==> src/rtl/wp_pkg.sv <==
package wp_pkg;
    typedef enum logic [1:0] {
        WP_OFF  = 2'b00,
        WP_LD   = 2'b01,
        WP_ST   = 2'b10,
        WP_LDST = 2'b11
    } wp_state_e;
endpackage

==> src/rtl/wp_mask_norm.sv <==
module wp_mask_norm #(
    parameter int MASK_W = 6
) (
    input  logic [MASK_W-1:0] raw,
    output logic [MASK_W-1:0] fixed
);
    // keep the run of ones starting at the top bit; clear all below first zero
    always_comb begin
        logic keep;
        keep  = 1'b1;
        fixed = '0;
        for (int i = MASK_W - 1; i >= 0; i--) begin
            keep     = keep & raw[i];
            fixed[i] = keep;
        end
    end
endmodule

==> src/rtl/wp_slot.sv <==
module wp_slot
    import wp_pkg::*;
#(
    parameter int ADDR_W = 32,
    parameter int MASK_W = 6
) (
    input  logic              clk,
    input  logic              rst_n,
    input  logic              wr_addr_en,
    input  logic              wr_ctrl_en,
    input  logic [ADDR_W-1:0] wr_data,
    input  logic              acc_valid,
    input  logic              acc_write,
    input  logic [ADDR_W-1:0] acc_addr,
    output logic              hit
);
    localparam int LD_BIT = MASK_W;
    localparam int ST_BIT = MASK_W + 1;
    localparam int HI_W   = ADDR_W - MASK_W;

    wp_state_e         state_q, state_d;
    logic [ADDR_W-1:0] raw_addr_q;
    logic [ADDR_W-1:0] base_q;
    logic [MASK_W-1:0] field_q;
    logic [MASK_W-1:0] field_new;
    logic [ADDR_W-1:0] mask_full, mask_new;
    logic              ld_arm, st_arm;

    wp_mask_norm #(.MASK_W(MASK_W)) u_norm (
        .raw   (wr_data[MASK_W-1:0]),
        .fixed (field_new)
    );

    assign mask_full = {{HI_W{1'b1}}, field_q};
    assign mask_new  = {{HI_W{1'b1}}, field_new};

    // next-state: only a control write moves the machine
    always_comb begin
        state_d = state_q;
        if (wr_ctrl_en) begin
            unique case ({wr_data[ST_BIT], wr_data[LD_BIT]})
                2'b00: state_d = WP_OFF;
                2'b01: state_d = WP_LD;
                2'b10: state_d = WP_ST;
                2'b11: state_d = WP_LDST;
            endcase
        end
    end

    always_ff @(posedge clk or negedge rst_n) begin
        if (!rst_n) state_q <= WP_OFF;
        else        state_q <= state_d;
    end

    // address, mask and aligned base are settled at write time
    always_ff @(posedge clk or negedge rst_n) begin
        if (!rst_n) begin
            raw_addr_q <= '0;
            field_q    <= '1;
            base_q     <= '0;
        end else if (wr_ctrl_en) begin
            field_q <= field_new;
            base_q  <= raw_addr_q & mask_new;
        end else if (wr_addr_en) begin
            raw_addr_q <= wr_data;
            base_q     <= wr_data & mask_full;
        end
    end

    // outputs decoded from the state
    always_comb begin
        unique case (state_q)
            WP_OFF:  begin ld_arm = 1'b0; st_arm = 1'b0; end
            WP_LD:   begin ld_arm = 1'b1; st_arm = 1'b0; end
            WP_ST:   begin ld_arm = 1'b0; st_arm = 1'b1; end
            WP_LDST: begin ld_arm = 1'b1; st_arm = 1'b1; end
        endcase
    end

    assign hit = acc_valid && (acc_write ? st_arm : ld_arm)
                 && ((acc_addr & mask_full) == base_q);

    logic [ADDR_W-1:0] inv_m, inv_p1;
    assign inv_m  = ~mask_full;
    assign inv_p1 = inv_m + {{(ADDR_W-1){1'b0}}, 1'b1};

    p_mask_contig_r4: assert property (@(posedge clk) disable iff (!rst_n)
        (inv_p1 & inv_m) == '0);
    p_base_aligned_r3: assert property (@(posedge clk) disable iff (!rst_n)
        (base_q & inv_m) == '0);
    p_off_quiet_r2: assert property (@(posedge clk) disable iff (!rst_n)
        (state_q == WP_OFF) |-> !hit);
    p_disarm_r8: assert property (@(posedge clk) disable iff (!rst_n)
        (wr_ctrl_en && !wr_data[LD_BIT] && !wr_data[ST_BIT]) |=> (state_q == WP_OFF));
endmodule

==> src/rtl/wp_prio.sv <==
module wp_prio #(
    parameter int N    = 2,
    parameter int IDXW = 1
) (
    input  logic [N-1:0]    hits,
    output logic            any,
    output logic [IDXW-1:0] idx
);
    always_comb begin
        idx = '0;
        for (int i = N - 1; i >= 0; i--) begin
            if (hits[i]) idx = IDXW'(i);
        end
    end
    assign any = |hits;
endmodule

==> src/rtl/wp_unit.sv <==
module wp_unit #(
    parameter int NUM_WP = 2,
    parameter int ADDR_W = 32,
    parameter int MASK_W = 6,
    localparam int IDXW  = (NUM_WP > 1) ? $clog2(NUM_WP) : 1
) (
    input  logic              clk,
    input  logic              rst_n,
    input  logic              cfg_we,
    input  logic              cfg_ctrl,
    input  logic [IDXW-1:0]   cfg_idx,
    input  logic [ADDR_W-1:0] cfg_wdata,
    input  logic              acc_valid,
    input  logic              acc_write,
    input  logic [ADDR_W-1:0] acc_addr,
    output logic              brk,
    output logic [IDXW-1:0]   brk_idx
);
    logic [NUM_WP-1:0] hits;

    for (genvar g = 0; g < NUM_WP; g++) begin : g_wp
        logic sel;
        assign sel = cfg_we && (cfg_idx == IDXW'(g));
        wp_slot #(.ADDR_W(ADDR_W), .MASK_W(MASK_W)) u_slot (
            .clk        (clk),
            .rst_n      (rst_n),
            .wr_addr_en (sel && !cfg_ctrl),
            .wr_ctrl_en (sel && cfg_ctrl),
            .wr_data    (cfg_wdata),
            .acc_valid  (acc_valid),
            .acc_write  (acc_write),
            .acc_addr   (acc_addr),
            .hit        (hits[g])
        );
    end

    wp_prio #(.N(NUM_WP), .IDXW(IDXW)) u_prio (
        .hits (hits),
        .any  (brk),
        .idx  (brk_idx)
    );

    p_brk_valid_r5: assert property (@(posedge clk) disable iff (!rst_n)
        brk |-> acc_valid);
    p_idx_low_r6: assert property (@(posedge clk) disable iff (!rst_n)
        brk |-> (hits[brk_idx] && ((hits & ~({NUM_WP{1'b1}} << brk_idx)) == '0)));
    p_idle_idx_r10: assert property (@(posedge clk) disable iff (!rst_n)
        !brk |-> (brk_idx == '0));
endmodule

==> config.mk <==
export PLATFORM = sky130hd
export DESIGN_NAME = wp_unit
export DESIGN_NICKNAME = d
export VERILOG_FILES = /design/src/rtl/wp_pkg.sv /design/src/rtl/wp_mask_norm.sv /design/src/rtl/wp_slot.sv /design/src/rtl/wp_prio.sv /design/src/rtl/wp_unit.sv
export SDC_FILE = /design/constraint.sdc
export NUM_CORES = 1
export LEC_CHECK = 0
export ABC_AREA = 0
export BUFFER_PORTS_ARGS = -buffer_cell sky130_fd_sc_hd__buf_2
export CAP_MARGIN = 20
export CORE_ASPECT_RATIO = 0.6
export CORE_UTILIZATION = 59
export DETAILED_ROUTE_END_ITERATION = 8
export PLACE_DENSITY = 0.84
export SLEW_MARGIN = 20
export SYNTH_ARGS = -nofsm -noshare
export SYNTH_HDL_FRONTEND = slang
export SYNTH_HIERARCHICAL = 1
export SYNTH_SLANG_ARGS = --single-unit
==> constraint.sdc <==
create_clock -name clk -period 1.8 [get_ports clk]
set_clock_uncertainty 0.15 [all_clocks]
set_input_delay 0.18 -clock clk [delete_from_list [all_inputs] [get_ports clk]]
set_output_delay 0.18 -clock clk [all_outputs]
set_load 0.005 [all_outputs]
Word level (Yosys, flattened, before mapping)
Cells that the tools add are included.

Equal/unequal tests: 11. Multiplexer cells: 13. Bitwise logic cells: 14. Reduce and logical (&&, ||, !) cells: 27.

Operators with widths (count): AND 32 bit (6); 2-to-1 mux 32 bit (4); equality test 32 bit (2); OR reduction 2 bit (9); equality test 2 bit, second input constant (6); logical AND 1 bit (10); one-hot mux 1 bit (2 select lines) (4); one-hot mux 2 bit (4 select lines) (1); equality test 2 x 1 -> 1 bit, second input constant (3); logical NOT 2 bit (3); AND 1 bit (5); 2-to-1 mux 1 bit (4); AND reduction 2 bit (2); nonzero test 2 bit (2); inverter 1 bit (3); logical NOT 1 bit (1).

Register bits after elaboration: 144. Input port bits: 71. Output and inout port bits: 2. Word-level logic and storage cells: 73.

Logic depth before layout (Yosys ltp)
Gate-level depths: netlist of the first run.

Depth in word-level cells: 8. Depth in mapped cells: 6.

Cells and area by module
Netlist of the first run, hierarchy kept.

Modules (own cells, without submodules): wp_slot (times used 2, cells each 282, area an instance 3519.6 um^2, seq. area each 1809.2 um^2); wp_mask_norm (times used 2, cells each 6, area an instance 50.0 um^2, seq. area each 0.0 um^2); wp_unit (times used 1, cells each 4, area an instance 37.5 um^2, seq. area each 0.0 um^2); wp_prio (times used 1, cells each 2, area an instance 12.5 um^2, seq. area each 0.0 um^2).

Least setup slack after synthesis of the first run
No wires, ideal clock.

Path type: flip-flop to output port. Start point: reg g_wp[1].u_slot.field_q[1]. End point: out brk_idx. Arrival time: 1338 ps. Path slack: 132 ps. Cell stages (with the launch flop): 6. Buffers on the path: 0. Cell sequence: dfstp_2 nand2_1 xnor2_1 or3_1 nor4_2 nor2b_1.

Longest elaborated chain between the ends: 5.

RTL lines: start: declaration (RTL line wp_slot.sv:24) `logic [MASK_W-1:0] field_q;`; start signal: assignment (RTL line wp_slot.sv:62) `field_q <= field_new;`; AND 32 bit (RTL line wp_slot.sv:81) `&& ((acc_addr & mask_full) == base_q);`; equality test 32 bit (RTL line wp_slot.sv:81); logical AND 1 bit (RTL line wp_slot.sv:81); named net hits[1] (RTL line wp_unit.sv:19) `logic [NUM_WP-1:0] hits;`; 2-to-1 mux 1 bit (2 in series) (RTL line wp_prio.sv:12) `if (hits[i]) idx = IDXW'(i);`; end: declaration (RTL line wp_unit.sv:17) `output logic [IDXW-1:0] brk_idx`.

The timed path passes the listed nets, and every way through them passes these cells.

Final worst setup path of the first run
Start point: reg g_wp[1].u_slot.base_q[7]. End point: out brk_idx.

Longest elaborated chain between the ends: 4.

RTL lines: start: declaration (RTL line wp_slot.sv:23) `logic [ADDR_W-1:0] base_q;`; start signal: assignment (RTL line wp_slot.sv:63) `base_q <= raw_addr_q & mask_new;`; start signal: assignment (RTL line wp_slot.sv:66) `base_q <= wr_data & mask_full;`; equality test 32 bit (RTL line wp_slot.sv:81); logical AND 1 bit (RTL line wp_slot.sv:81); named net hits[1] (RTL line wp_unit.sv:19); 2-to-1 mux 1 bit (2 in series) (RTL line wp_prio.sv:12).

The timed path passes the listed nets, and every way through them passes these cells.

==> results of run 1 <==
[timing repair]
item                       in CTS  in global routing
gates resized for setup         8                  8
setup endpoints to repair       2                  2
hold buffers                   32                  0
pin swaps                       7                  2
hold endpoints to repair      236                  0
buffers inserted                1                  1
[final cells by class]
class                   count  area share
flip-flops and latches    144       0.403
repair buffers            139       0.120
multi-input cells         404       0.382
clock inverters            13      0.0231
well taps                 160      0.0223
clock buffers              19      0.0504
[registers in the layout, summed over array words and instances (netlist names)]
name,flops
g_wp.u_slot/base_q,64
g_wp.u_slot/raw_addr_q,64
g_wp.u_slot/field_q,12
g_wp.u_slot/state_q,4
[worst register-to-register path, stage by stage, from the launching register on]
cell	delay, ns
dfrtp_1	0.40
buf_4	0.14
buf_4	0.12
mux2i_1	0.12
o21ai_0	0.10
[placed cells by master, fill, tap and decap left out, types with 12 or more instances in the layout]
cell type,instances
dfrtp_1,132
buf_2,71
nand2_1,64
o21ai_0,64
mux2_4,60
xor2_1,54
mux2i_1,54
dlygate4sd3_1,32
buf_4,25
mux2_2,20
clkbuf_16,17
nor2b_1,13
a31oi_1,12
nand3_1,12
dfstp_2,12
[layer usage]
metal	share of wire	GRT usage
met1	0.43	0.456
met2	0.46	0.504
met3	0.092	0.0990
met4	0.022	0.103
met5	0	0
[metrics by stage]
stage | setup TNS [ns] | setup WS (ns)
2_1_floorplan | 0 | 0.132
5_1_grt | -1.57 | -0.788
4_1_cts | -1.43 | -0.722
3_3_place_gp | -0.587 | -0.294
3_5_place_dp | -0.663 | -0.351
6_report | -1.41 | -0.711
[cell families (layout without fill, tap and decap cells)]
| logic type | Yosys count | in the layout | synth area share |
|---|---|---|---|
| XOR/XNOR | 64 | 64 | 0.0780 |
| AND/OR/NAND/NOR | 130 | 130 | 0.0968 |
| flip-flops | 144 | 144 | 0.503 |
| multiplexers | 134 | 134 | 0.232 |
| buffers and inverters | 34 | 171 | 0.0352 |
| AO/OA/AOI/OAI | 76 | 76 | 0.0550 |
[how the worst min path moves through the flow]
stage,to,from,slack [ns],cells after the start
global placement,g_wp[0].u_slot/raw_addr_q[18]$_DFFE_PN0P_,rst_n,0.009,1
CTS,g_wp[1].u_slot/raw_addr_q[2]$_DFFE_PN0P_,cfg_wdata[2],0.01,2
floorplan,g_wp[0].u_slot/base_q[0]$_DFFE_PN0P_,rst_n,-0.27,0
detailed placement,g_wp[0].u_slot/raw_addr_q[18]$_DFFE_PN0P_,rst_n,0.02,1
finish,g_wp[1].u_slot/raw_addr_q[2]$_DFFE_PN0P_,cfg_wdata[2],0.06,2
global route,g_wp[1].u_slot/raw_addr_q[2]$_DFFE_PN0P_,cfg_wdata[2],0.04,2
[power by group]
| part | switching [W] | internal [W] |
|---|---|---|
| combinational | 0.000891 | 0.00106 |
| clock | 0.00145 | 0.00254 |
| sequential | 0.000456 | 0.00388 |
==> flow_summary.toml, run 1 <==
[yosys]
synth_top_area_share = 0.459
async_reset_ff_frac = 1.00
synth_top_cell_by_area = "dfrtp_1"
syn_inst = 582
ys_ff_latch = 144
synth.most_common_cell = "dfrtp_1"
syn_area_um2 = 7190
synthDistinctLibCells = 28
synth_warnings = 6
yosys-top-cells-area = "dfrtp_1 46%, mux2_4 13%, mux2i_1 7.5%"
synthTopCellsByCount = "132 x dfrtp_1, 66 x nand2_1, 64 x o21ai_0"
ys_seq_area_frac = 0.503
syn_area_per_cell_um2 = 12.4
syn_nets = 653
synth_edf_count = 0
synth_top_flop_cell = "dfrtp_1"

[global_routing]
grt_pass1_wl_um = 30200
first_global_vias = 5420
overflow = 0
antenna_found_initial = 0
track_usage = 0.330
grt_start_max_net_pins = 73

[clock_tree]
htree_levels = 4
clk_pin_slew_ns = 0.07
cts_buffer_depth = 2
clockRootBuffer = "clkbuf_16"
clock-sinks = 144
clk_latency_ns = 0.42
cts_buffers = 17
cts_tree = "yes"

[floorplanning]
io_pins = 73
fp.dieW_um = 145
rows = 30
die_area_um2 = 12600
die_y_um = 87.5
start_util = 0.622
fp.coreArea_um2 = 11600

[critical_path]
ff2ff_path_depth = 4
path_buf_inv = 1
required_ns = 1.47
setup.worst_path.start = "g_wp[1].u_slot/base_q[7]$_DFFE_PN0P_"
cp_cell_sequence = "xnor2_1 -> nand4_1 -> or3_4 -> nor4_4 -> nor2b_1 -> buf_2"
ff2ff_setup_slack_ns = 0.63
arrival_ns = 2.18
path_class = "flop to output port"
r2r-start = "g_wp[0].u_slot/base_q[16]$_DFFE_PN0P_"
path_max_fanout = 2
slowest_stage = "or3_4"
critPathLaunchType = "flop"
endpoint_kind = "output port"
worst-path-stages = 6
r2r-end = "g_wp[0].u_slot/base_q[16]$_DFFE_PN0P_"
critPathCapture = "brk_idx"
critical_path.max_stage_delay_ns = 0.42
cpLargestDelayFamily = "simple AND/OR/NAND/NOR gates"

[cells_and_area]
fillers = 641
stdcell_count = 879
regArea_um2 = 3620
final_layout_size_suffix_gt1_frac = 0.363
nNetsFinal = 777
multi_input_area_um2 = 3430
final_area_um2 = 8980
antennaDiodeCount = 0
final_core_util = 0.777
syn_to_final_growth_pct = 24.9

[placed_design]
dp_hpwl_um = 11700
io_buffers = 72
placed_area_um2 = 7890
dp.cells = 813
gp_congestion = 0.837

[flow_run]
maxCapViolCount = 0

[power_and_ir_drop]
max-vdd-ir-drop_mv = 0.756
powerDensity_nw_per_um2 = 1140
finalPower_w = 0.0103
leakage_nw = 4.12

[timing]
fin_crit_sh = 1.39
setup_viol = 2
maxSlewViolCount = 0
hold_slack_ns = 0.0557
setup_slack_ns = -0.711
hold_violations = 0
rsz0062_at_grt = "yes"
tightestPinTransition_ns = 0.512
maxSlewHeadroom = 0.658
finalCriticalPeriod_ns = 2.51
fmax_ghz = 0.398

[routing]
antenna_left = 0
wl_per_cell_um = 22.3
drc = 0
routed_wl_um = 19600
firstDrtPassIters = 5
dr_total_vias = 5306
viasPerCell = 6.04
drt-initial-drc-count = 460

[outcome]
violations = "setup timing"
outcome = "complete, but fails checks"

[hold_path]
hold_path.class = "input port to flop"
Power figures use the tool's default switching activity.
==> inputs of run 2 (changes only) <==
==> constraint.sdc (replaced) <==
create_clock -name clk -period 2.6 [get_ports clk]
set_clock_uncertainty 0.15 [all_clocks]
set_input_delay 0.26 -clock clk [delete_from_list [all_inputs] [get_ports clk]]
set_output_delay 0.26 -clock clk [all_outputs]
set_load 0.005 [all_outputs]
==> flow_summary.toml, run 2 (synthesis results as in run 1) <==
[flow_run]
maxCapViolCount = 0

[clock_tree]
clock-sinks = 144
cts_tree = "yes"
cts_buffer_depth = 2
clk_pin_slew_ns = 0.06
htree_levels = 4
clockRootBuffer = "clkbuf_16"
clk_latency_ns = 0.41
cts_buffers = 17

[critical_path]
ff2ff_path_depth = 3
path_class = "flop to output port"
critPathLaunchType = "flop"
endpoint_kind = "output port"
path_max_fanout = 2
arrival_ns = 2.16
ff2ff_setup_slack_ns = 1.48
required_ns = 2.19

[routing]
wl_per_cell_um = 21.3
wirelength_met1_um = 8050
routed-wl-met2_um = 8440
drt-initial-drc-count = 536
firstDrtPassIters = 5
routed-wl-met3_um = 1260
top_layer_used = "met4"
antenna_left = 0
dr_total_vias = 4995
drc = 0
routed_wl_um = 17900
viasPerCell = 5.93

[cells_and_area]
final_core_util = 0.735
final_common_cell = "dfrtp_1"
final_layout_size_suffix_gt1_frac = 0.341
reg.largest.list = "g_wp.u_slot/base_q: 64 flops, g_wp.u_slot/raw_addr_q: 64 flops, g_wp.u_slot/field_q: 12 flops"
stdcell_count = 842
layout_common_cells = "132 x dfrtp_1, 71 x buf_2, 66 x nand2_1, 64 x o21ai_0, 60 x mux2_4"
nNetsFinal = 739
syn_to_final_growth_pct = 18.1

[timing]
setup_viol = 0
hold_slack_ns = 0.0164
fin_crit_sh = 0.987
fmax_ghz = 0.390
hold_violations = 0
tightestPinTransition_ns = 0.760
maxSlewViolCount = 0
finalCriticalPeriod_ns = 2.57
maxSlewHeadroom = 0.493
setup_slack_ns = 0.0335

[global_routing]
antenna_found_initial = 1
grt_pass1_wl_um = 27600
overflow = 0
first_global_vias = 5007
grt_start_max_net_pins = 75
track_usage = 0.300

[floorplanning]
die_y_um = 87.5
fp.dieW_um = 145
fp.coreArea_um2 = 11600
start_util = 0.622
rows = 30
io_pins = 73
die_area_um2 = 12600

[power_and_ir_drop]
max-vdd-ir-drop_mv = 0.529
p_switching_w = 0.00182
switching_share = 0.267
combPwrFrac = 0.178
internal_power_w = 0.00499
leakage_nw = 3.85
seq_power_share = 0.440
powerDensity_nw_per_um2 = 803
clock_power_share = 0.383

[placed_design]
gp_congestion = 0.774
dp_hpwl_um = 10600
io_buffers = 72
pre_cts_slack_ns = 0.432
dp.cells = 791

[hold_path]
hold_path.class = "input port to flop"
hold_depth = 2

[outcome]
outcome = "complete, no violations"
==> run 2: cell count changes in the layout (fill, tap and decap cells not counted), sizes merged <==
cell / change
buf: -24
bufinv: -1
clkbuf: +2
clkinvlp: +1
diode: +1
dlygate4sd3: -14
inv: -2
==> run 2: worst max-delay path, stage by stage, from the launching register on <==
cell     delay, ns
dfrtp_1       0.40
xnor2_1       0.29
nand4_1       0.16
or3_1         0.42
nor4_2        0.19
nor2b_1       0.17
buf_2         0.12
==> run 2: power by group through the flow <==
stage                     registers (W)  clock network (W)  logic, W
final                           0.00300            0.00261   0.00121
after floorplan                 0.00292                  0  0.000793
after global placement          0.00296                  0   0.00105
after global routing            0.00303            0.00272   0.00130
after detailed placement        0.00300                  0   0.00110
after CTS                       0.00298            0.00261   0.00115
==> run 2: area by class of cell <==
class,count,area [µm²]
Sequential cell,144,3620
Multi-Input combinational cell,404,3400
Fill cell,724,3070
Timing Repair Buffer,101,642
Clock buffer,21,470
Tap cell,160,200
Clock inverter,11,160
Antenna cell,1,2.50
==> run 2: path summary, 6_finish.rpt <==
path                                                                 from                                  endpoint
worst max-delay path                g_wp[1].u_slot/base_q[26]$_DFFE_PN0P_                                   brk_idx
worst min-delay path                                         cfg_wdata[8]  g_wp[0].u_slot/raw_addr_q[8]$_DFFE_PN0P_
worst max register to register       g_wp[1].u_slot/base_q[0]$_DFFE_PN0P_      g_wp[1].u_slot/base_q[0]$_DFFE_PN0P_
worst min register to register  g_wp[1].u_slot/raw_addr_q[21]$_DFFE_PN0P_     g_wp[1].u_slot/base_q[21]$_DFFE_PN0P_
max in group asynchronous                                           rst_n     g_wp[0].u_slot/field_q[4]$_DFFE_PN1P_
min in group asynchronous                                           rst_n     g_wp[0].u_slot/base_q[23]$_DFFE_PN0P_
==> run 2: metal layers <==
metal	GRT usage	vias to the layer above
met5	0	-
met4	0.0976	0
met3	0.0786	21
met2	0.448	217
met1	0.428	2549
li1	-	2208
==> run 2: timing repair <==
item,in CTS,in global routing
pin swaps,0,3
gates resized for setup,1,10
setup endpoints to repair,1,2
setup buffers,0,0
hold endpoints to repair,96,0
hold buffers,18,0
==> run 2: per-stage QoR <==
stage               cell area (µm²)  total power [W]  TNS (ns)
finish                         8490          0.00682         0
global route                   8490          0.00705   -0.0744
CTS                            8420          0.00675         0
detailed placement             7610          0.00410         0
global placement               7610          0.00401         0
floorplan                      7190          0.00371         0
